### config.mk
export PLATFORM = sky130hd
export DESIGN_NAME = mixrad_counter
export DESIGN_NICKNAME = d
export VERILOG_FILES = /design/src/rtl/mixrad_pkg.sv /design/src/rtl/mixrad_stage.sv /design/src/rtl/mixrad_tc_join.sv /design/src/rtl/mixrad_counter.sv
export SDC_FILE = /design/constraint.sdc
export NUM_CORES = 1
export LEC_CHECK = 0
export ABC_AREA = 1
export CORE_AREA = 2 2 39 41
export DETAILED_ROUTE_END_ITERATION = 16
export DIE_AREA = 0 0 41 43
export GPL_ROUTABILITY_DRIVEN = 0
export GPL_TIMING_DRIVEN = 0
export SETUP_SLACK_MARGIN = 0.2
export SLEW_MARGIN = 5
export SYNTH_ARGS = -nofsm -noshare
export SYNTH_HDL_FRONTEND = slang
export SYNTH_SLANG_ARGS = --single-unit
export TNS_END_PERCENT = 30
### constraint.sdc
create_clock -name clk -period 1.98 [get_ports clk]
set_input_delay 0.396 -clock clk [delete_from_list [all_inputs] [get_ports clk]]
set_output_delay 0.396 -clock clk [all_outputs]
set_load 0.05 [all_outputs]
### src/rtl/mixrad_pkg.sv
// Package: shared sizes for the mixed-radix cascaded counter.
// Assumes each stage modulus is at least 2 and fits in its stage width.
package mixrad_pkg;
    parameter int LO_W   = 2;
    parameter int LO_MOD = 4;
    parameter int HI_W   = 2;
    parameter int HI_MOD = 3;
endpackage

### src/rtl/mixrad_stage.sv
// Module: one synchronous modulo-MOD counter stage.
// Steps by one on each enabled edge and wraps at MOD-1. Any code at or
// above MOD-1 goes to zero on an enabled edge, so spill codes rejoin the
// main sequence. Assumes 2 <= MOD <= 2**W.
module mixrad_stage #(
    parameter int W   = 2,
    parameter int MOD = 4
) (
    input  logic         clk,
    input  logic         rst_n,
    input  logic         en,
    output logic [W-1:0] q,
    output logic         tc
);
    localparam logic [W-1:0] LAST = W'(MOD - 1);

    logic [W-1:0] q_nxt;

    // Next-state choice: wrap at or above the last legal code.
    always_comb begin
        if (q >= LAST) q_nxt = '0;
        else           q_nxt = q + W'(1);
    end

    // State register: reset first, then step when enabled.
    always_ff @(posedge clk) begin
        if (!rst_n)  q <= '0;
        else if (en) q <= q_nxt;
    end

    // Terminal count: last legal code while the stage is permitted to run.
    assign tc = en && (q == LAST);
endmodule

### src/rtl/mixrad_tc_join.sv
// Module: combines the per-stage terminal counts into the whole-cycle flag.
// Assumes every input is already gated by the global run input.
module mixrad_tc_join #(
    parameter int N = 2
) (
    input  logic [N-1:0] stage_tc,
    input  logic [N-1:0] stage_last,
    output logic         all_tc
);
    // Whole-cycle flag: the bottom stage is carrying and every stage is at its last code.
    assign all_tc = stage_tc[0] && (&stage_last);
endmodule

### src/rtl/mixrad_counter.sv
// Module: top of the mixed-radix cascaded counter (modulo 4 then modulo 3).
// All state is on clk. The low stage runs on every edge where run is high.
// The high stage is enabled only by the low stage's terminal count.
// Assumes rst_n is synchronous to clk.
module mixrad_counter
    import mixrad_pkg::*;
#(
    parameter int LW = LO_W,
    parameter int LM = LO_MOD,
    parameter int HW = HI_W,
    parameter int HM = HI_MOD
) (
    input  logic          clk,
    input  logic          rst_n,
    input  logic          run,
    output logic [LW-1:0] lo_cnt,
    output logic [HW-1:0] hi_cnt,
    output logic          lo_tc,
    output logic          hi_tc,
    output logic          all_tc
);
    localparam logic [HW-1:0] HI_LAST = HW'(HM - 1);

    logic hi_en;

    mixrad_stage #(.W(LW), .MOD(LM)) u_lo (
        .clk(clk), .rst_n(rst_n), .en(run), .q(lo_cnt), .tc(lo_tc)
    );

    // Carry: the low stage's terminal count permits the high stage.
    assign hi_en = lo_tc;

    logic hi_tc_stage;
    mixrad_stage #(.W(HW), .MOD(HM)) u_hi (
        .clk(clk), .rst_n(rst_n), .en(hi_en), .q(hi_cnt), .tc(hi_tc_stage)
    );

    // High flag: last code of the high stage while run is high.
    assign hi_tc = run && (hi_cnt == HI_LAST);

    mixrad_tc_join #(.N(2)) u_join (
        .stage_tc({hi_tc, lo_tc}),
        .stage_last({hi_tc_stage | hi_tc, lo_tc}),
        .all_tc(all_tc)
    );
endmodule

Word-level counts from Yosys, hierarchy flattened
Index checks and enable logic that the tools add are counted.

Bitwise logic cells: 1. Eq/ne operators: 2. $lt $le $gt $ge: 2. Reductions and logical operators: 5. Muxes and demuxes: 2. Add/subtract/negate cells: 2.

Operators with widths (number): adder 2 x 1 -> 2 bit, second input constant (2); equality test 2 bit, second input constant (2); greater-or-equal comparator 2 bit, second input constant (2); logical AND 1 bit (4); two-way mux 2 bit (2); AND reduction 2 bit (1); bitwise OR 1 bit (1).

Logic and storage cells: 16. Input port bits: 3. Output and inout bits: 7. Bits in registers: 4.

Logic depth before layout (Yosys ltp)
Gate-level depths: netlist of the first run.

Word-level depth: 6. Depth in mapped cells: 5. Gate-level depth less buffers: 5.

By module
Synthesis of the first run repeated with hierarchy kept, for this count alone.

Cell total of the unflattened synthesis: 35. Area, all modules: 230.2 sq um.

Modules (own cells, without submodules): mixrad_stage (u_lo) (instances 1, cells an instance 15, area an instance 103.8 sq um); mixrad_stage (u_hi) (instances 1, cells an instance 12, area an instance 87.6 sq um); mixrad_counter (instances 1, cells an instance 5, area an instance 25.0 sq um); mixrad_tc_join (instances 1, cells an instance 3, area an instance 13.8 sq um).

Worst setup path after synthesis of the first run
Ideal clock, no wire load.

Kind: flip-flop to output port. Start: register u_lo.q[0]. End: output port all_tc. Path slack: -0.483 ns. Data required time: 1.584 ns. Arrival: 2.067 ns. Stages on the path, launching flop included: 4. Cell sequence: dfxtp_1 ha_1 nand2_2 nor3_1.

Word-level cells in the longest chain between the ends: 6.

Ends and longest elaborated chain: from (decl) (RTL line mixrad_stage.sv:12) `output logic [W-1:0] q,`; from (signal assigned) (RTL line mixrad_stage.sv:28) `else if (en) q <= q_nxt;`; equality test 2 bit * (RTL line mixrad_stage.sv:32) `assign tc = en && (q == LAST);`; logical AND 1 bit * (RTL line mixrad_stage.sv:32); logical AND 1 bit (RTL line mixrad_stage.sv:32); bitwise OR 1 bit (RTL line mixrad_counter.sv:43) `.stage_last({hi_tc_stage | hi_tc, lo_tc}),`; AND reduction 2 bit (RTL line mixrad_tc_join.sv:11) `assign all_tc = stage_tc[0] && (&stage_last);`; logical AND 1 bit * (RTL line mixrad_tc_join.sv:11); to (decl) (RTL line mixrad_counter.sv:20) `output logic all_tc`.

Every way passes the cells marked *; elsewhere a longest branch is shown, timed or not.

Final worst setup path of the first run
Start: register u_hi.q[0]. End: output port hi_cnt[0].

RTL lines: from (decl) (RTL line mixrad_stage.sv:12); from (signal assigned) (RTL line mixrad_stage.sv:28); to (decl) (RTL line mixrad_counter.sv:17) `output logic [HW-1:0] hi_cnt,`.

No word-level cell between the ends.

==> metrics.md, run 1 <==
| Metric | Value |
|---|---|
| Max-cap viol count | 0 |
| Main area contributors after synthesis | dfxtp_1 (42%), nor2_1 (18%), nand2_1 (9.7%) |
| Synth cell count leaders | nor2_1 (9), nand2_1 (5), dfxtp_1 (4), inv_1 (4) |
| Critical-path cell list | dlygate4sd2_1 |
| DR iter-0 viols | 4 |
| CTS max path bufs | 2 |
| Die Height | 43 um |
| Total placed cells including tap cells | 54 |
| CP max-delay cell | dlygate4sd2_1 |
| Final Util | 25.3% |
| Clock root cell | clkbuf_4 |
| First-pass GRT wire length | 724 um |
| Final Setup Violations | 0 |
| Async SR Flop Fraction | 0% |
| Final-stage net count | 48 |
| Setup TNS | 0 ps |
| Setup CP Type | flop to output pin |
| CP endpoint kind | output pin |
| CP delay by family, top | buffers and inverters |
| Crit path launch type | flop |
| Post-Synth Adder-Cell Area | 6.49% |
| Max stage delay on crit path | 570 ps |
| Core region area | 1380 um2 |
| CTS Sinks | 4 |
| Number of synthesized flops with an enable pin | 0 |
| RSZ-0062 raised after global routing | false |
| Post-Synth Simple-Gate Area | 39.0% |
| Pleak | 0.187 nW |
| Compound-cell area share of the yosys netlist | 5.19% |
| Seq/Total Area, Yosys | 41.6% |
| FF+latch count, synth | 4 |
| DP Worst Slack | -440 ps |
| DR DRC count | 0 |
| CTS Hold Bufs | 0 |
| Hold Path Class | input pin to flop |
| Synth cell types | 9 |
| Starting Density | 13.9% |
| Syn nets | 33 |
| Area added between synthesis and finish | 81.8% |
| Detail Route Antenna Nets | 0 |
| Multiplexer share of the synthesized area | 0% |
| First-pass DRT Iterations | 2 |
| Via/cell ratio | 3.55 |
| Via count | 206 |
| Netlist Area Pre-Place | 193 um2 |
| Synthesis warning total | 0 |
| Rows | 14 |
| Layout cell share with drive strength beyond 1 | 26.2% |
| Critical Path AT | 1280 ps |
| IO buf count | 9 |
| Final min period | 1680 ps |
| Top FF cell, synth | dfxtp_1 |
| Grt ovf | 0 |
| Avg Cell Area, Syn | 6.64 um2 |
| GRT Resource Usage Total | 6.33% |
| Vias in the first global route | 188 |
| Die X | 41 um |
| Max Freq | 0.595 GHz |
| Antenna violations before repair | 0 |
| Hold Violations, Final | 0 |
| Hold slack | 526 ps |
| I/O pins | 10 |
| Relative slew slack | 67.9% |
| Data required, critical path | 1580 ps |
| Final setup margin | 299 ps |
| PD cells | 674 nW/um2 |
| Final wirelength | 408 um |
| CP bufs+invs | 1 |
| Skew final | 1.33 ps |
| Max Slew Vio Count | 0 |
| WL/cell | 7.03 um |
| Slew @ Worst Pin | 484 ps |
| Num CTS Buffers | 3 |
| Final period util | 84.9% |
| Die Area | 1760 um2 |
| Cells after Synth | 29 |
| Reg clk slew, reported paths | 40 ps |
| Pin count of the biggest net entering global routing | 7 |
| Diode count | 0 |
| Fillers | 165 |
| Status | finished, final reports clean |
| Share of the synthesized area in the top cell type | 41.6% |
| Post-Layout Cell Count | 58 |
| Area leader, netlist | dfxtp_1 |
| Worst vdd ir | 218 uV |
| Most frequent cell after synthesis | nor2_1 |
| Clock latency on the worst-skew pair | 230 ps |
| Xor and xnor area share after synthesis | 0% |
| CTS tree | yes |
| Main combinational cell family by area after synthesis | simple AND/OR/NAND/NOR gates |
| Crit Path Max Fanout | 6 |
| H-tree levels | 1 |
| Final HPWL DP | 338 um |
-- path summary, 6_finish.rpt --
check | depth (start not counted) | endpoint | slack (ps) | start
setup / recovery | 1 | hi_cnt[0] | 300 | u_hi.q[0]
hold / removal | 4 | u_lo.q[0] | 530 | run
setup reg to reg | 5 | u_hi.q[1] | 910 | u_lo.q[0]
hold reg to reg | 2 | u_lo.q[0] | 530 | u_lo.q[0]
-- cell families (layout without fill, tap and decap cells) --
group / count (synthesis) / count (layout)
and+or+nand+nor: 18 / 18
DFF: 4 / 4
AOI/OAI and AO/OA: 2 / 2
adders and majority gates: 1 / 1
buffers and inverters: 4 / 17
-- worst min-delay path: stages --
cell and delay (ps):
dlymetal6s2s_1 150, nand2_1 70, nand2_1 50, nor2_1 40
-- registers in the layout, indices dropped and copies added, names as in the netlist --
signal and flops:
u_lo.q 2, u_hi.q 2
-- cells in the final DEF (no fill, tap or decap) --
master,n
ha_1,1
nand2_1,5
dfxtp_1,4
nand2_2,2
inv_1,4
dlymetal6s2s_1,1
buf_6,2
o21ai_0,1
clkbuf_4,3
nor2_1,9
buf_4,1
dlygate4sd2_1,4
clkdlybuf4s50_1,1
a21oi_1,1
nor3_4,2
buf_2,1
-- metal layers --
| metal | track usage (%) | vias to the layer above | wire length, um |
|---|---|---|---|
| met5 | 0 | - | 0 |
| met4 | 6.00 | 0 | 0 |
| met3 | 1.57 | 0 | 26 |
| met2 | 7.50 | 4 | 217 |
| met1 | 8.71 | 87 | 164 |
| li1 | - | 115 | - |
-- area by class of cell --
cell class / count / area, um2 / area share [%]
clock buffer: 3 / 22.5 / 6.43
inverter: 4 / 15.0 / 4.29
multi-input combinational: 21 / 120 / 34.3
sequential: 4 / 80.1 / 22.9
tap: 16 / 20.0 / 5.71
timing repair buffer: 10 / 92.6 / 26.4
-- where the power goes --
part	internal (W)	switching, W
Sequential	0.0000859	0.00000470
Combinational	0.0000150	0.0000327
Clock	0.0000676	0.0000303
Total	0.000168	0.0000677
-- per-stage QoR --
step	area, um2	total power (W)
after floorplan	215	0.000125
final	350	0.000236
after detailed placement	325	0.000144
after global placement	325	0.000143
after global routing	350	0.000252
after CTS	344	0.000243
-- what timing repair did --
action                                  CTS  global route
setup buffers                             1             0
endpoints found under the setup margin    7             3
pin swaps                                 1             0
resized for setup                        22             2
Power figures use the tool's default switching activity.
==> run 2: changes to the inputs <==
==> constraint.sdc (replaced) <==
create_clock -name clk -period 1.6 [get_ports clk]
set_input_delay 0.32 -clock clk [delete_from_list [all_inputs] [get_ports clk]]
set_output_delay 0.32 -clock clk [all_outputs]
set_load 0.05 [all_outputs]
==> run 2 against run 1 <==
Net effect: die area is the same; register-to-register slack worse by 290 ps; combinational power up 39%; clock power grew 38%; non-clock buffer count up 1; final area up 9.6%; critical path type unchanged; critical endpoint is now lo_cnt[0].
==> metrics.md, run 2 (same netlist as run 1, synthesis figures left out) <==
| Metric | Value |
|---|---|
| Via/cell ratio | 3.53 (was 3.55) |
| CTS Sinks | 4 (unchanged) |
| Final Util | 27.8% (was 25.3%) |
| CTS tree | yes (unchanged) |
| Max-cap viol count | 0 (unchanged) |
| Final HPWL DP | 342 um (was 338 um) |
| DR iter-0 viols | 0 (was 4) |
| Max Freq | 0.711 GHz |
| Slew @ Worst Pin | 484 ps (about the same) |
| Grt ovf | 0 (unchanged) |
| Final Setup Violations | 0 (unchanged) |
| Hold slack | 536 ps (was 526 ps) |
| Pin count of the biggest net entering global routing | 7 (unchanged) |
| Diode count | 0 (unchanged) |
| Die Height | 43 um (unchanged) |
| Relative slew slack | 67.8% (was 67.9%) |
| Critical-path cell list | clkdlybuf4s15_1 (was dlygate4sd2_1) |
| Crit Path Max Fanout | 3 (was 6) |
| CP endpoint kind | output pin (unchanged) |
| Critical Path AT | 1090 ps (was 1280 ps) |
| Final setup margin | 194 ps (was 299 ps) |
| CP max-delay cell | clkdlybuf4s15_1 (was dlygate4sd2_1) |
| Final min period | 1410 ps |
| Final period util | 87.9% |
| Starting Density | 13.9% (unchanged) |
| Detail Route Antenna Nets | 0 (unchanged) |
| RSZ-0062 raised after global routing | true (was false) |
| WL/cell | 7.47 um (was 7.03 um) |
| DR DRC count | 0 (unchanged) |
| Max stage delay on crit path | 490 ps (was 570 ps) |
| Hold Path Class | flop to flop (was input pin to flop) |
| Setup CP Type | flop to output pin (unchanged) |
| Area added between synthesis and finish | 99.4% (was 81.8%) |
| Layout cell share with drive strength beyond 1 | 38.6% (was 26.2%) |
| Skew final | 6.39 ps (was 1.33 ps) |
| Clock root cell | clkbuf_4 (unchanged) |
| CP delay by family, top | buffers and inverters (unchanged) |
| Num CTS Buffers | 3 (unchanged) |
| First-pass GRT wire length | 759 um (was 724 um) |
| Final-stage net count | 49 (was 48) |
| Via count | 212 (was 206) |
| Crit path launch type | flop (unchanged) |
| IO buf count | 9 (unchanged) |
| H-tree levels | 1 (unchanged) |
| I/O pins | 10 (unchanged) |
| CTS max path bufs | 2 (unchanged) |
| Die Area | 1760 um2 (unchanged) |
| Commonest non-fill, non-tap cell in the layout | nor2_1 (unchanged) |
| CP bufs+invs | 1 (unchanged) |
| Reg clk slew, reported paths | 40 ps (about the same) |
| Final wirelength | 448 um (was 408 um) |
| Worst vdd ir | 292 uV (was 218 uV) |
| Vias in the first global route | 206 (was 188) |
| Status | finished, final reports clean (unchanged) |
| CTS Hold Bufs | 0 (unchanged) |
| Antenna violations before repair | 0 (unchanged) |
| Hold Violations, Final | 0 (unchanged) |
| DP Worst Slack | -715 ps (was -440 ps) |
| First-pass DRT Iterations | 1 (was 2) |
| Max Slew Vio Count | 0 (unchanged) |
| Clock latency on the worst-skew pair | 230 ps (about the same) |
| Data required, critical path | 1280 ps (was 1580 ps) |
| Fillers | 159 (was 165) |
| Regs by FF count | u_hi.q x2, u_lo.q x2 (unchanged) |
| Rows | 14 (unchanged) |
| GRT Resource Usage Total | 6.73% (was 6.33%) |
| Most frequent cells in the layout | nor2_1 (9), nand2_1 (5), inv_1 (4), clkbuf_4 (3), clkdlybuf4s15_1 (3) (was nor2_1 (9), nand2_1 (5), inv_1 (4), dlygate4sd2_1 (4), dfxtp_1 (4)) |
| Pleak | 0.186 nW (was 0.187 nW) |
| Setup TNS | 0 ps (unchanged) |
| Core region area | 1380 um2 (unchanged) |
| PD cells | 820 nW/um2 (was 674 nW/um2) |
| Die X | 41 um (unchanged) |
[run 2: cell types whose count changed in the layout (fill, tap and decap cells not counted), moves of 2 or more]
cell             previous run  this run
dfxtp_4                     0         2
clkdlybuf4s15_1             0         3
dlygate4sd2_1               4         1
dfxtp_1                     4         1
[run 2: metrics by stage]
stage | area [um2] | power [W] | instances
5_1_grt | 384 | 0.000340 | 60
2_1_floorplan | 241 | 0.000159 | 29
6_report | 384 | 0.000315 | 60
3_3_place_gp | 352 | 0.000182 | 54
3_5_place_dp | 352 | 0.000183 | 54
4_1_cts | 380 | 0.000323 | 60
[run 2: worst reg2reg max path: stages (launching register included)]
cell     delay (ps)
dfxtp_4         350
ha_4            140
nand2_4          60
buf_4           150
a21oi_1         110
nor2_1           50
[run 2: repair_timing]
action / CTS / global route
buffers inserted: 2 / 0
pin swaps: 1 / 0
setup endpoints to repair: 7 / 6
resized for setup: 28 / 3
[run 2: cell type report]
type | instances | area (um2) | area share [%]
Clock buffer | 4 | 26.3 | 6.84
Multi-Input combinational cell | 21 | 138 | 35.8
Inverter | 4 | 15.0 | 3.91
Sequential cell | 4 | 88.8 | 23.1
Tap cell | 16 | 20.0 | 5.21
Timing Repair Buffer | 11 | 96.3 | 25.1
[run 2: power by group]
part           switching (W)  total (W)  internal, W  leakage (nW)
Clock              0.0000413   0.000135    0.0000936        0.0150
Sequential        0.00000747   0.000114     0.000106        0.0345
Combinational      0.0000429  0.0000664    0.0000235         0.137
[run 2: per-layer routing]
metal	wire, um	up-vias	track usage (%)	part of all wire, %
met5	0	-	0	0
met4	0	0	8.00	0
met3	25	0	1.57	5.6
met2	263	4	9.69	59
met1	159	90	6.75	35
li1	-	118	-	-
[run 2: worst paths after layout]
kind                            startpoint         to  slack [ps]  cells after the start
worst max register to register   u_lo.q[1]  u_hi.q[1]         620                      5
worst min register to register   u_hi.q[1]  u_hi.q[0]         540                      3
worst max-delay path             u_lo.q[0]  lo_cnt[0]         190                      1
worst min-delay path             u_hi.q[1]  u_hi.q[0]         540                      3
